<file path="src/rtl/mesi_pkg.sv">
package mesi_pkg;
  localparam int OP_W  = 2;
  localparam int CMD_W = 2;
  localparam int ST_W  = 3;

  typedef enum logic [ST_W-1:0] {
    ST_I, ST_S, ST_E, ST_M, ST_IS_W, ST_IM_W, ST_SM_W, ST_MI_W
  } line_st_t;

  typedef enum logic [OP_W-1:0] {
    OP_LOAD = 2'd0, OP_STORE = 2'd1, OP_EVICT = 2'd2, OP_NONE = 2'd3
  } cpu_op_t;

  typedef enum logic [CMD_W-1:0] {
    CMD_RD = 2'd0, CMD_RDX = 2'd1, CMD_UPG = 2'd2, CMD_WB = 2'd3
  } bus_cmd_t;

  typedef struct packed {
    logic shared;
    logic dirty;
    logic flush;
  } snp_rsp_t;

  function automatic logic st_valid(line_st_t s);
    return (s == ST_S) || (s == ST_E) || (s == ST_M) ||
           (s == ST_SM_W) || (s == ST_MI_W);
  endfunction

  function automatic logic st_dirty(line_st_t s);
    return (s == ST_M) || (s == ST_MI_W);
  endfunction

  function automatic logic st_waiting(line_st_t s);
    return (s == ST_IS_W) || (s == ST_IM_W) || (s == ST_SM_W) || (s == ST_MI_W);
  endfunction
endpackage

</file>
<file path="src/rtl/mesi_snoop_resolve.sv">
module mesi_snoop_resolve
  import mesi_pkg::*;
(
  input  line_st_t             cur_st,
  input  logic                 snp_valid,
  input  logic [CMD_W-1:0]     snp_cmd,
  input  logic                 snp_hit,
  output line_st_t             post_st,
  output snp_rsp_t             rsp,
  output logic                 wb_cancel
);
  bus_cmd_t cmd;
  logic     act;
  logic     is_rd;

  assign cmd   = bus_cmd_t'(snp_cmd);
  assign act   = snp_valid && snp_hit && (cmd != CMD_WB);
  assign is_rd = (cmd == CMD_RD);

  always_comb begin
    post_st   = cur_st;
    rsp       = '0;
    wb_cancel = 1'b0;
    if (act && st_valid(cur_st)) begin
      rsp.shared = 1'b1;
      rsp.dirty  = st_dirty(cur_st);
      rsp.flush  = st_dirty(cur_st);
      case (cur_st)
        ST_M:    post_st = is_rd ? ST_S : ST_I;
        ST_E:    post_st = is_rd ? ST_S : ST_I;
        ST_S:    post_st = is_rd ? ST_S : ST_I;
        ST_SM_W: post_st = is_rd ? ST_SM_W : ST_IM_W;
        ST_MI_W: begin
          post_st   = ST_I;
          wb_cancel = 1'b1;
        end
        default: post_st = cur_st;
      endcase
    end
  end
endmodule

</file>
<file path="src/rtl/mesi_cpu_step.sv">
module mesi_cpu_step
  import mesi_pkg::*;
(
  input  line_st_t             post_st,
  input  logic                 wb_cancel,
  input  logic                 accept,
  input  logic [OP_W-1:0]      op,
  input  logic                 grant,
  input  logic                 grant_shared,
  output line_st_t             nxt_st,
  output logic                 done,
  output logic                 req,
  output logic [CMD_W-1:0]     cmd
);
  cpu_op_t o;
  assign o = cpu_op_t'(op);

  always_comb begin
    nxt_st = post_st;
    done   = wb_cancel;
    case (post_st)
      ST_I: if (accept) begin
        case (o)
          OP_LOAD:  nxt_st = ST_IS_W;
          OP_STORE: nxt_st = ST_IM_W;
          default:  done   = 1'b1;
        endcase
      end
      ST_S: if (accept) begin
        case (o)
          OP_STORE: nxt_st = ST_SM_W;
          OP_EVICT: begin nxt_st = ST_I; done = 1'b1; end
          default:  done = 1'b1;
        endcase
      end
      ST_E: if (accept) begin
        case (o)
          OP_STORE: begin nxt_st = ST_M; done = 1'b1; end
          OP_EVICT: begin nxt_st = ST_I; done = 1'b1; end
          default:  done = 1'b1;
        endcase
      end
      ST_M: if (accept) begin
        if (o == OP_EVICT) nxt_st = ST_MI_W;
        else               done   = 1'b1;
      end
      ST_IS_W: if (grant) begin
        nxt_st = grant_shared ? ST_S : ST_E;
        done   = 1'b1;
      end
      ST_IM_W, ST_SM_W: if (grant) begin
        nxt_st = ST_M;
        done   = 1'b1;
      end
      ST_MI_W: if (grant) begin
        nxt_st = ST_I;
        done   = 1'b1;
      end
      default: nxt_st = post_st;
    endcase
  end

  always_comb begin
    req = st_waiting(nxt_st);
    case (nxt_st)
      ST_IM_W: cmd = CMD_RDX;
      ST_SM_W: cmd = CMD_UPG;
      ST_MI_W: cmd = CMD_WB;
      default: cmd = CMD_RD;
    endcase
  end
endmodule

</file>
<file path="src/rtl/mesi_line_ctrl.sv">
module mesi_line_ctrl
  import mesi_pkg::*;
(
  input  logic             clk,
  input  logic             rst,
  input  logic             cpu_valid,
  input  logic [OP_W-1:0]  cpu_op,
  output logic             cpu_ready,
  output logic             cpu_done,
  output logic             bus_req,
  output logic [CMD_W-1:0] bus_cmd,
  input  logic             bus_grant,
  input  logic             bus_shared_in,
  input  logic             snp_valid,
  input  logic [CMD_W-1:0] snp_cmd,
  input  logic             snp_hit,
  output logic             snp_shared,
  output logic             snp_dirty,
  output logic             snp_flush
);
  line_st_t         st_q, post_st, nxt_st;
  snp_rsp_t         rsp_c, rsp_q;
  logic             wb_cancel;
  logic             ready_q, done_q, req_q, done_c, req_c;
  logic [CMD_W-1:0] cmd_q, cmd_c;

  mesi_snoop_resolve u_snoop (
    .cur_st    (st_q),
    .snp_valid (snp_valid),
    .snp_cmd   (snp_cmd),
    .snp_hit   (snp_hit),
    .post_st   (post_st),
    .rsp       (rsp_c),
    .wb_cancel (wb_cancel)
  );

  mesi_cpu_step u_step (
    .post_st      (post_st),
    .wb_cancel    (wb_cancel),
    .accept       (cpu_valid && ready_q),
    .op           (cpu_op),
    .grant        (bus_grant),
    .grant_shared (bus_shared_in),
    .nxt_st       (nxt_st),
    .done         (done_c),
    .req          (req_c),
    .cmd          (cmd_c)
  );

  always_ff @(posedge clk) begin
    if (rst) begin
      st_q    <= ST_I;
      ready_q <= 1'b1;
      done_q  <= 1'b0;
      req_q   <= 1'b0;
      cmd_q   <= '0;
      rsp_q   <= '0;
    end else begin
      st_q    <= nxt_st;
      ready_q <= !st_waiting(nxt_st);
      done_q  <= done_c;
      req_q   <= req_c;
      cmd_q   <= cmd_c;
      rsp_q   <= rsp_c;
    end
  end

  assign cpu_ready  = ready_q;
  assign cpu_done   = done_q;
  assign bus_req    = req_q;
  assign bus_cmd    = cmd_q;
  assign snp_shared = rsp_q.shared;
  assign snp_dirty  = rsp_q.dirty;
  assign snp_flush  = rsp_q.flush;
endmodule

</file>
<file path="config.mk">
export PLATFORM = sky130hd
export DESIGN_NAME = mesi_line_ctrl
export DESIGN_NICKNAME = d
export VERILOG_FILES = /design/src/rtl/mesi_pkg.sv /design/src/rtl/mesi_snoop_resolve.sv /design/src/rtl/mesi_cpu_step.sv /design/src/rtl/mesi_line_ctrl.sv
export SDC_FILE = /design/constraint.sdc
export NUM_CORES = 1
export LEC_CHECK = 0
export BUFFER_PORTS_ARGS = -buffer_cell sky130_fd_sc_hd__clkbuf_2
export CORE_AREA = 3 3 53 55
export CTS_CLUSTER_DIAMETER = 120
export DETAILED_ROUTE_END_ITERATION = 8
export DIE_AREA = 0 0 56 58
export GPL_TIMING_DRIVEN = 0
export PLACE_DENSITY = 0.51
export SYNTH_ARGS = -nofsm -noshare
export SYNTH_HDL_FRONTEND = slang
export SYNTH_HIERARCHICAL = 1
export SYNTH_SLANG_ARGS = --single-unit
</file>
<file path="constraint.sdc">
create_clock -name clk -period 2.15 [get_ports clk]
set_input_delay 0.3225 -clock clk [delete_from_list [all_inputs] [get_ports clk]]
set_output_delay 0.3225 -clock clk [all_outputs]
set_load 0.02 [all_outputs]
</file>
==> PnR_summary.wiki, run 1 <==
{| class="wikitable"
! Metric !! Value
|-
| HPWL reported at the end of detailed placement || 1113 um
|-
| CORE AREA || 2432 um^2
|-
| Element type at the critical path start || register
|-
| Clock tree sinks || 11
|-
| Standby leakage power || 0.3732 nW
|-
| Number of detailed-route iterations in the first pass || 4
|-
| Status || completed
|-
| Depth of the worst register-to-register path || 7
|-
| Area used by multi-input combinational logic || 425.4 um^2
|-
| Count of different cell masters after synthesis || 35
|-
| Post-Route Skew || 0.2502 ps
|-
| Tcrit/Tclk final || 93.81%
|-
| Number of flops mapped to enable cells by yosys || 0
|-
| Maximum level of the CTS H-tree || 1
|-
| Final number of hold-violating endpoints || 0
|-
| Total placed instance area || 837.1 um^2
|-
| Final antenna-violating net count || 0
|-
| Number of global-route vias before repair || 540
|-
| Area of the mapped netlist || 709.4 um^2
|-
| Primary flip-flop cell chosen by synthesis mapping || dfxtp_1
|-
| Setup tns final || 0 ps
|-
| Data arrival time of the worst path || 2210 ps
|-
| Number of synthesized register bits || 11
|-
| Global-route wire length before repair || 2249 um
|-
| Row cnt || 18
|-
| Layout Cell Area excl Fill || 868.3 um^2
|-
| Clk Latency, worst-skew pair || 260 ps
|-
| Cell at the root of the clock tree || clkbuf_4
|-
| Pin count of the biggest net entering global routing || 11
|-
| Maximum fanout count along the critical path || 5
|-
| Routed wire length per instance || 10.18 um
|-
| Layout fillers || 249
|-
| Number of diodes || 0
|-
| Power density of the placed cells || 852.4 nW/um^2
|-
| Vias || 648
|-
| Worst setup path category || reg -> reg
|-
| Number of endpoints failing setup at the final stage || 0
|-
| Initial drt markers || 32
|-
| Hold-fix buffer count after cts || 0
|-
| Clock period minus worst slack || 2017 ps
|-
| Warnings from Yosys || 6
|-
| Synthesized netlist cell count || 83
|-
| Total routing usage reported by global routing || 8.438%
|-
| Headroom to the max-slew limit || 74.28%
|-
| Post-CTS setup buffer count || 0
|-
| Initial standard-cell utilization of the core || 29.17%
|-
| CTS tree || done
|-
| Fmax || 495.8 MHz
|-
| Reported max-cap violation count || 0
|-
| Final layout net count || 120
|-
| Post-CTS Resized || 0
|-
| Pin slew with the least headroom to its limit || 384.0 ps
|-
| Number of max-slew violations in the final report || 0
|-
| Asr flop ratio synth || 0%
|-
| Min-delay worst type || in -> reg
|-
| Clock buffers created by TritonCTS || 3
|-
| Number of antenna violations at the first check in global routing || 0
|-
| Worst VDD drop || 0.4653 mV
|-
| I/O Buffers || 18
|-
| Number of placed I/O pins || 19
|-
| Via-to-Cell Ratio || 4.800
|-
| Worst hold slack || 242.3 ps
|-
| Placer's final routability congestion estimate || 0.7596
|-
| Clock Tree Buf Depth || 2
|-
| Grt ovf || 0
|-
| Endpoint kind of the worst setup timing path || register
|-
| Clock transition at path regs || 60 ps
|-
| Total nets after synthesis || 97
|-
| Overall die area || 3248 um^2
|-
| Share of synthesized area occupied by flip-flops and latches || 31.04%
|-
| Synthesized area divided by synthesized cell count || 8.547 um^2
|-
| Final routed wirelength across all metal layers || 1374 um
|-
| Residual DRC || 0
|-
| Area overhead of the layout relative to synthesis || 22.40%
|-
| Vertical extent of the die || 58 um
|-
| RSZ-0062 raised after global routing || false
|-
| Worst endpoint required time || 2350 ps
|-
| WHS Path Cells || 2
|-
| X dimension of the die || 56 um
|-
| Share of layout cells above drive strength 1 || 33.33%
|-
| Seq. cell area || 225.2 um^2
|}
==> layer usage <==
layer	routed length [um]	share of wire (%)	track usage, %
met5	0	0	0
met2	620	45	13.19
met4	0	0	1.017
met1	675	49	11.23
met3	78	5.7	3.563
==> state kept, by name (all words and copies together), names as in the netlist <==
signal and flops:
st_q 3, bus_req 1, cpu_done 1, bus_cmd 2, snp_shared 1, cpu_ready 1, snp_dirty 1, snp_flush 1
==> area by class of cell <==
class / instances / share of cell area, %
tap: 30 / 4.323
sequential: 11 / 25.94
inverter: 5 / 2.161
timing repair buffer: 18 / 10.37
multi-input combinational: 62 / 48.99
clock buffer: 4 / 3.026
buffer: 5 / 5.187
==> critical path, cell delays in order (launching register included) <==
cell and delay, ps:
dfxtp_4 370, nand2_2 70, o211a_1 110, o31a_1 320, or4_1 550, a32oi_2 200
nor3b_2 180, nor2b_1 140
==> per-stage QoR <==
stage	power (W)	util (%)	setup WS, ps	cells
floorplan	0.0005325	-	256.2	83
global placement	0.0006127	34.41	-38.49	131
detailed placement	0.0006104	34.41	-33.23	131
CTS	0.0007484	35.49	27.86	135
global route	0.0008008	35.70	18.23	135
finish	0.0007402	35.70	133.0	135
==> final timing paths <==
path                       from               endpoint  slack (ps)
min                         rst  bus_cmd[1]$_SDFF_PP0_         240
max reg2reg  st_q[1]$_SDFF_PP0_  bus_cmd[0]$_SDFF_PP0_         130
max          st_q[1]$_SDFF_PP0_  bus_cmd[0]$_SDFF_PP0_         130
min reg2reg  st_q[1]$_SDFF_PP0_  snp_shared$_SDFF_PP0_         630
==> logic make-up after synthesis <==
kind of cell / synth area share, %
compound gates: 22.93
fa+ha+maj: 5.292
buf+inv: 8.995
flops: 31.04
simple gates: 31.75
==> layout by cell type, fill, tap and decap left out, drive strengths merged <==
cell type | synthesis | final
and4b | 1 | 1
ha | 3 | 3
o211a | 1 | 1
and2 | 1 | 1
nor4 | 1 | 1
nand3b | 1 | 1
nor2b | 11 | 11
a31oi | 2 | 2
a41o | 1 | 1
a22oi | 1 | 1
o31ai | 2 | 2
a211oi | 1 | 1
o2111ai | 1 | 1
a32oi | 1 | 1
clkbuf | 0 | 22
o31a | 1 | 1
or4 | 1 | 1
o21a | 3 | 3
o211ai | 1 | 1
nand4 | 2 | 2
nand2b | 2 | 2
o21ai | 4 | 4
nor3 | 1 | 1
nand2 | 5 | 5
nor2 | 5 | 5
and3 | 1 | 1
inv | 5 | 5
nand3 | 3 | 3
buf | 5 | 5
a21oi | 3 | 3
dfxtp | 11 | 11
nor3b | 2 | 2
==> power breakdown <==
group	internal, W	switching [W]
Sequential	0.000241	0.0000218
Combinational	0.000155	0.000189
Clock	0.0000716	0.0000615
Total	0.000467	0.000273
==> synthesized netlist by cell type, types with 2 or more instances <==
library cell | instances | share of area, %
dfxtp_1 | 11 | 31
nor2b_1 | 11 | 9.7
inv_1 | 5 | 2.6
nor2_1 | 5 | 2.6
nand2_1 | 4 | 2.1
o21ai_0 | 4 | 2.8
a21oi_1 | 3 | 2.1
buf_4 | 3 | 3.2
ha_1 | 3 | 5.3
o21a_1 | 3 | 3.2
a31oi_1 | 2 | 1.8
buf_6 | 2 | 3.2
nand2b_1 | 2 | 1.8
nand3_1 | 2 | 1.4
nand4_1 | 2 | 1.8
o31ai_1 | 2 | 2.1
Note: power is estimated with default switching activity, not from simulation.
==> run 2, diff against run 1 <==
clock period = 2.5 ns   (was 2.15 ns; I/O delays follow)
==> run 2 against run 1 <==
  * Flip-flop and latch count is the same
  * Via count fell by 0.15%
  * Register-to-register slack better by 280 ps
==> PnR_summary.wiki, run 2 (same netlist as run 1, synthesis figures left out) <==
{| class="wikitable"
! Metric !! Value
|-
| Number of max-slew violations in the final report || 0 (unchanged)
|-
| Clk Latency, worst-skew pair || 260 ps (about the same)
|-
| Layout Cells excl Fill || 135 (unchanged)
|-
| Standby leakage power || 0.3721 nW (-0.32%)
|-
| Vias || 647 (-0.15%)
|-
| Number of endpoints failing setup at the final stage || 0 (unchanged)
|-
| Pin count of the biggest net entering global routing || 11 (unchanged)
|-
| Cell at the root of the clock tree || clkbuf_4
|-
| Initial drt markers || 36 (+13%)
|-
| Total routing usage reported by global routing || 8.438% (unchanged)
|-
| Start of the worst register-to-register path || st_q[1]$_SDFF_PP0_
|-
| Row cnt || 18 (unchanged)
|-
| Worst hold slack || 292.8 ps (+50.50 ps)
|-
| Overall die area || 3248 um^2 (unchanged)
|-
| Tcrit/Tclk final || 83.66% (-10 points)
|-
| Launching element of the worst setup path || st_q[1]$_SDFF_PP0_
|-
| Global-route wire length before repair || 2249 um (unchanged)
|-
| Leading cell types in the layout, fill and taps excluded || clkbuf_2, nor2b_1, dfxtp_1
|-
| Reported max-cap violation count || 0 (unchanged)
|-
| Max FFs per register || 3 (unchanged)
|-
| Worst VDD drop || 0.4001 mV (-14%)
|-
| Maximum fanout count along the critical path || 5 (unchanged)
|-
| Post-CTS setup buffer count || 0 (unchanged)
|-
| Data arrival time of the worst path || 2290 ps (+80 ps)
|-
| Headroom to the max-slew limit || 74.41% (+0.13 points)
|-
| Post-CTS Resized || 0 (unchanged)
|-
| Power density of the placed cells || 736.2 nW/um^2 (-14%)
|-
| Worst setup path category || reg -> reg
|-
| Final antenna-violating net count || 0 (unchanged)
|-
| Element type at the critical path start || register
|-
| HPWL reported at the end of detailed placement || 1113 um (unchanged)
|-
| Placer's final routability congestion estimate || 0.7596 (unchanged)
|-
| Number of diodes || 0 (unchanged)
|-
| Grt ovf || 0 (unchanged)
|-
| CORE AREA || 2432 um^2 (unchanged)
|-
| Number of detailed-route iterations in the first pass || 4 (unchanged)
|-
| Routed wire length per instance || 10.09 um (-0.87%)
|-
| Vertical extent of the die || 58 um (unchanged)
|-
| Maximum level of the CTS H-tree || 1 (unchanged)
|-
| Worst endpoint required time || 2700 ps (+350 ps)
|-
| Most flops, register || st_q
|-
| Fmax || 478.1 MHz (-3.6%)
|-
| Share of layout cells above drive strength 1 || 31.43% (-1.9 points)
|-
| Launch point of the worst hold path || rst
|-
| Number of global-route vias before repair || 540 (unchanged)
|-
| Clock buffers created by TritonCTS || 3 (unchanged)
|-
| Hold-fix buffer count after cts || 0 (unchanged)
|-
| RSZ-0062 raised after global routing || false
|-
| Clock period minus worst slack || 2092 ps (+74.52 ps)
|-
| Highest-delay cell along the critical path || or4_1
|-
| Setup tns final || 0 ps (unchanged)
|-
| Clock Tree Buf Depth || 2 (unchanged)
|-
| Number of placed I/O pins || 19 (unchanged)
|-
| Number of antenna violations at the first check in global routing || 0 (unchanged)
|-
| Post-Route Skew || 1.867 ps (+1.617 ps)
|-
| CTS tree || done
|-
| WHS Path Cells || 2 (unchanged)
|-
| Cell count after placement || 131 (unchanged)
|-
| Clock tree sinks || 11 (unchanged)
|-
| Residual DRC || 0 (unchanged)
|-
| Depth of the worst register-to-register path || 7 (unchanged)
|-
| Initial standard-cell utilization of the core || 29.17% (unchanged)
|-
| Final routed wirelength across all metal layers || 1362 um (-0.87%)
|-
| Via-to-Cell Ratio || 4.793 (-0.15%)
|-
| I/O Buffers || 18 (unchanged)
|-
| Most common cell after layout, fill and taps aside || clkbuf_2
|-
| X dimension of the die || 56 um (unchanged)
|-
| Pin slew with the least headroom to its limit || 382.0 ps (-1.998 ps)
|-
| Clock transition at path regs || 70 ps (about the same)
|-
| Min-delay worst type || in -> reg
|-
| Final layout net count || 120 (unchanged)
|-
| Critical path, cell by cell || nand2_2 -> o211a_1 -> o31a_1 -> or4_1 -> a32oi_2 -> nor3b_2 -> nor2b_1
|-
| Endpoint kind of the worst setup timing path || register
|-
| Final number of hold-violating endpoints || 0 (unchanged)
|-
| Max stage delay on crit path || 540 ps (about the same)
|-
| Area overhead of the layout relative to synthesis || 21.69%
|-
| Status || completed
|}
==> run 2: cell count changes in the layout (fill, tap and decap cells not counted) <==
cell / previous run / this run
dfxtp_2: 1 / 0
dfxtp_1: 9 / 11
dfxtp_4: 1 / 0
==> run 2: metal layers <==
layer / share of wire, % / vias up / GRT usage [%]
met1: 49 / 286 / 11.23
met2: 45 / 19 / 13.19
met5: 0 / - / 0
met4: 0 / 0 / 1.017
met3: 5.8 / 0 / 3.563
li1: - / 342 / -
==> run 2: cell type report <==
| cell class | instances | area, um^2 |
|---|---|---|
| plain buffers | 5 | 45.04 |
| flip-flops and latches | 11 | 220.2 |
| clock buffers | 4 | 26.28 |
| multi-input cells | 62 | 425.4 |
| fillers | 251 | 1569 |
| repair buffers | 18 | 90.09 |
| well taps | 30 | 37.54 |
| inverters | 5 | 18.77 |
==> run 2: worst paths after layout <==
kind / slack, ps / endpoint
worst max-delay path: 410 / bus_cmd[0]$_SDFF_PP0_
worst min-delay path: 290 / bus_cmd[1]$_SDFF_PP0_
worst max register to register: 410 / bus_cmd[0]$_SDFF_PP0_
worst min register to register: 670 / snp_flush$_SDFF_PP0_
==> run 2: stage by stage <==
step / util [%] / total power [W] / setup WS [ps] / area (um^2)
floorplan: - / 0.0004579 / 553.7 / 709.4
global placement: 34.41 / 0.0005269 / 259.0 / 837.1
detailed placement: 34.41 / 0.0005250 / 264.3 / 837.1
CTS: 35.49 / 0.0006436 / 377.9 / 863.3
global route: 35.49 / 0.0006857 / 259.5 / 863.3
finish: 35.49 / 0.0006356 / 408.5 / 863.3
==> run 2: worst max-delay path, delay by kind of cell, from the launching register on <==
kind	cells	cell delay [ps]
and+or+nand+nor	4	970
DFF	1	420
AOI/OAI and AO/OA	3	640
==> run 2: power breakdown <==
| part | switching, W | total (W) | internal, W | leakage (nW) |
|---|---|---|---|---|
| clock network | 0.0000539 | 0.000116 | 0.0000616 | 0.0150 |
| registers | 0.0000187 | 0.000225 | 0.000207 | 0.0896 |
| logic | 0.000162 | 0.000295 | 0.000133 | 0.267 |
==> run 3, diff against run 2 <==
ABC_AREA = 1   (was not set)
CORE_AREA = 3 3 55 57   (was 3 3 53 55)
DIE_AREA = 0 0 58 60   (was 0 0 56 58)
clock period = 2 ns   (was 2.5 ns; I/O delays follow)
==> run 3 against run 2 <==
  * Global-route usage grew 1.5 points
  * Routed wire length grew 13%
  * Non-clock buffer count shrank 1
  * Worst setup slack lost 110 ps
  * Sequential power grew 16%
  * Final area grew 7.8%
  * Clock skew shrank 0.73 ps
  * Die area grew 7.1%
  * Critical endpoint unchanged
==> PnR_summary.wiki, run 3 <==
{| class="wikitable"
! Metric !! Value
|-
| Row cnt || 18 (unchanged)
|-
| Global-route layer with the greatest usage || met2
|-
| Most common cell type on the critical path || nor2_1
|-
| Highest-delay cell along the critical path || dfxtp_1
|-
| Post-CTS setup buffer count || 0 (unchanged)
|-
| Number of diodes || 0 (unchanged)
|-
| I/O Buffers || 18 (unchanged)
|-
| Warnings from Yosys || 6 (unchanged)
|-
| Pin count of the biggest net entering global routing || 11 (unchanged)
|-
| Number of max-slew violations in the final report || 0 (unchanged)
|-
| Critical path, cell by cell || inv_1 -> nor3b_1 -> nand3_1 -> nand2_1 -> buf_4 -> nand3_1 -> nor2_1 -> nor2_1 -> nand2_1 -> nand2_2 -> a21oi_1 -> inv_1 -> nor2_1
|-
| Standby leakage power || 0.5109 nW (+37%)
|-
| Most flops, register || st_q
|-
| Grt met1 use || 11.41% (+0.18 points)
|-
| Min-delay worst type || in -> reg
|-
| Initial drt markers || 14 (-61%)
|-
| Total routing usage reported by global routing || 9.914% (+1.5 points)
|-
| Launch point of the worst hold path || rst
|-
| Number of placed I/O pins || 19 (unchanged)
|-
| Placer's final routability congestion estimate || 0.7764 (+2.2%)
|-
| Met2 global-route usage || 17.42% (+4.2 points)
|-
| Start of the worst register-to-register path || st_q[2]$_SDFF_PP0_
|-
| Basic-gate share of the synthesized area counting and, or, nand and nor cells || 40.90% (+9.2 points)
|-
| Most common cell after layout, fill and taps aside || nand2_1
|-
| Area of the mapped netlist || 777.0 um^2 (+9.5%)
|-
| Cell taking the most area after synthesis || dfxtp_1
|-
| Number of synthesized register bits || 11 (unchanged)
|-
| Cell at the root of the clock tree || clkbuf_4
|-
| Endpoint, Worst Hold || cpu_ready$_SDFF_PP1_
|-
| Reg-to-reg endpoint || bus_cmd[0]$_SDFF_PP0_
|-
| Final number of hold-violating endpoints || 0 (unchanged)
|-
| HPWL reported at the end of detailed placement || 1304 um (+17%)
|-
| Clock period minus worst slack || 1704 ps (-387.9 ps)
|-
| Max FFs per register || 3 (unchanged)
|-
| Number of detailed-route iterations in the first pass || 4 (unchanged)
|-
| Relative contribution of sequential cells to total power || 37.8% (+2.4 points)
|-
| DP Worst Slack || 230.2 ps (-34.08 ps)
|-
| Setup tns final || 0 ps (unchanged)
|-
| Fraction of synthesized area in multiplexers || 0% (unchanged)
|-
| Layout Cell Area excl Fill || 930.9 um^2 (+7.8%)
|-
| Clock tree sinks || 11 (unchanged)
|-
| RSZ-0062 raised after global routing || false
|-
| Hold-fix buffer count after cts || 0 (unchanged)
|-
| Synthesized netlist cell count || 124 (+49%)
|-
| Leading cell types by count after synthesis || nand2_1, nor2_1, inv_1
|-
| Depth of the worst register-to-register path || 13 (+6)
|-
| Fmax || 587.0 MHz (+23%)
|-
| Clk Latency, worst-skew pair || 260 ps (about the same)
|-
| Routed wire length per instance || 8.756 um (-13%)
|-
| Final routed wirelength across all metal layers || 1541 um (+13%)
|-
| Share of synthesized cell area in full adder, half adder and majority cells || 4.831% (-0.46 points)
|-
| Post-Route Skew || 1.140 ps (-0.7274 ps)
|-
| Worst endpoint required time || 2200 ps (-500 ps)
|-
| Final layout net count || 161 (+34%)
|-
| Number of global-route vias before repair || 716 (+33%)
|-
| Compound-cell area share of the yosys netlist || 9.501% (-13 points)
|-
| Via-to-Cell Ratio || 4.295 (-10%)
|-
| Asr flop ratio synth || 0% (unchanged)
|-
| Final antenna-violating net count || 0 (unchanged)
|-
| Area overhead of the layout relative to synthesis || 19.81%
|-
| Top-area cell type share of the netlist area || 28.34% (-2.7 points)
|-
| Headroom to the max-slew limit || 85.65% (+11 points)
|-
| Share of total power in combinational logic || 40.6% (-5.8 points)
|-
| Vertical extent of the die || 60 um (+3.4%)
|-
| Primary flip-flop cell chosen by synthesis mapping || dfxtp_1
|-
| Endpoint kind of the worst setup timing path || register
|-
| Post-synthesis share of cell area spent on xor and xnor gates || 0% (unchanged)
|-
| Data arrival time of the worst path || 1910 ps (-380 ps)
|-
| Max stage delay on crit path || 370 ps (-170 ps)
|-
| Number of endpoints failing setup at the final stage || 0 (unchanged)
|-
| CTS tree || done
|-
| Status || completed
|-
| Number of antenna violations at the first check in global routing || 0 (unchanged)
|-
| Maximum level of the CTS H-tree || 1 (unchanged)
|-
| WHS Path Cells || 3 (+1)
|-
| Worst VDD drop || 0.4959 mV (+24%)
|-
| Reported max-cap violation count || 0 (unchanged)
|-
| Clock buffers created by TritonCTS || 3 (unchanged)
|-
| Net load switching power || 0.0002696 W (+15%)
|-
| Global-route wire length before repair || 2718 um (+21%)
|-
| Share of synthesized area occupied by flip-flops and latches || 28.34% (-2.7 points)
|-
| Post-route core utilization || 36.90% (+1.4 points)
|-
| Element type at the critical path start || register
|-
| Pin slew with the least headroom to its limit || 214.9 ps (-167.1 ps)
|-
| Vias || 756 (+17%)
|-
| Post-CTS Resized || 0 (unchanged)
|-
| Most frequently used cell type in the post-synthesis netlist || nand2_1
|-
| Share of total power consumed by net switching || 38.89% (+2.0 points)
|-
| CORE AREA || 2522 um^2 (+3.7%)
|-
| Kind of cell adding the most delay to the critical path || simple AND/OR/NAND/NOR gates
|-
| Total nets after synthesis || 138 (+42%)
|-
| Overall die area || 3480 um^2 (+7.1%)
|-
| Maximum fanout count along the critical path || 10 (+5)
|-
| Number of flops mapped to enable cells by yosys || 0 (unchanged)
|-
| X dimension of the die || 58 um (+3.6%)
|-
| Combinational family with the most area after synthesis || simple AND/OR/NAND/NOR gates
|-
| Clock transition at path regs || 70 ps (about the same)
|-
| R2R Setup Slk || 300 ps (-110 ps)
|-
| Leading cell types in the layout, fill and taps excluded || nand2_1, nor2_1, inv_1
|-
| Grt ovf || 0 (unchanged)
|-
| Total placed instance area || 904.6 um^2 (+8.1%)
|-
| Share of layout cells above drive strength 1 || 26.03% (-5.4 points)
|-
| Worst setup path category || reg -> reg
|-
| Cell count after placement || 172 (+31%)
|-
| Count of different cell masters after synthesis || 21 (-40%)
|-
| Combined buffer and inverter count along the critical path || 3 (+3)
|-
| Layout Cells excl Fill || 176 (+30%)
|-
| Clock Tree Buf Depth || 2 (unchanged)
|-
| Synthesized area divided by synthesized cell count || 6.266 um^2 (-27%)
|-
| Tcrit/Tclk final || 85.18% (+1.5 points)
|-
| Power density of the placed cells || 744.5 nW/um^2 (+1.1%)
|-
| Initial standard-cell utilization of the core || 30.80% (+1.6 points)
|-
| Cell types occupying the most area after synthesis || dfxtp_1, nand2_1, nor2_1
|-
| Residual DRC || 0 (unchanged)
|-
| Portion of total power attributed to the clock network || 21.6% (+3.4 points)
|-
| Cell internal power dissipation || 0.0004235 W (+5.6%)
|-
| Setup slack after layout || 296.4 ps (-112.1 ps)
|-
| M3 GR Usage || 3.888% (+0.32 points)
|}
## run 3: logic make-up after synthesis
group / Yosys count
AOI/OAI and AO/OA: 12
and+or+nand+nor: 70
DFF: 11
adders and majority gates: 3
buffers and inverters: 28
## run 3: how the worst max path moves through the flow
stage / start / end / slack (ps) / cells after the start
2_1_floorplan: st_q[2]$_SDFF_PP0_ / bus_cmd[1]$_SDFF_PP0_ / 500 / 16
3_3_place_gp: snp_cmd[0] / bus_cmd[0]$_SDFF_PP0_ / 260 / 15
3_5_place_dp: snp_cmd[0] / bus_cmd[0]$_SDFF_PP0_ / 230 / 15
4_1_cts: st_q[2]$_SDFF_PP0_ / bus_cmd[0]$_SDFF_PP0_ / 290 / 13
5_1_grt: st_q[0]$_SDFF_PP0_ / bus_cmd[0]$_SDFF_PP0_ / 80 / 13
6_report: st_q[2]$_SDFF_PP0_ / bus_cmd[0]$_SDFF_PP0_ / 300 / 13
## run 3: final cells by class
| cell class | count | area, um^2 |
|---|---|---|
| Fill cell | 305 | 1592 |
| Multi-Input combinational cell | 85 | 429.2 |
| Sequential cell | 11 | 220.2 |
| Timing Repair Buffer | 18 | 90.09 |
| Inverter | 24 | 90.09 |
| Buffer | 4 | 37.54 |
| Tap cell | 30 | 37.54 |
| Clock buffer | 4 | 26.28 |
## run 3: worst min-delay path, stage by stage
cell	delay (ps)
clkbuf_2	90
inv_1	40
nand2_1	40
## run 3: routing by layer
layer / vias to the layer above / part of all wire, %
met5: - / 0
met4: 0 / 0
met3: 0 / 5.8
met2: 17 / 47
met1: 321 / 47
li1: 418 / -
## run 3: power by group through the flow
stage / combinational (W) / sequential, W / clock [W]
floorplan: 0.000198 / 0.000285 / 0
global placement: 0.000282 / 0.000266 / 0
detailed placement: 0.000285 / 0.000267 / 0
CTS: 0.000286 / 0.000262 / 0.000160
global route: 0.000326 / 0.000265 / 0.000172
finish: 0.000281 / 0.000262 / 0.000150
## run 3: through the flow
step | total power (W) | hold WS, ps
floorplan | 0.0004837 | 384.8
CTS | 0.0007083 | 225.4
global route | 0.0007631 | 260.0
global placement | 0.0005483 | 504.9
detailed placement | 0.0005522 | 513.6
finish | 0.0006931 | 234.0
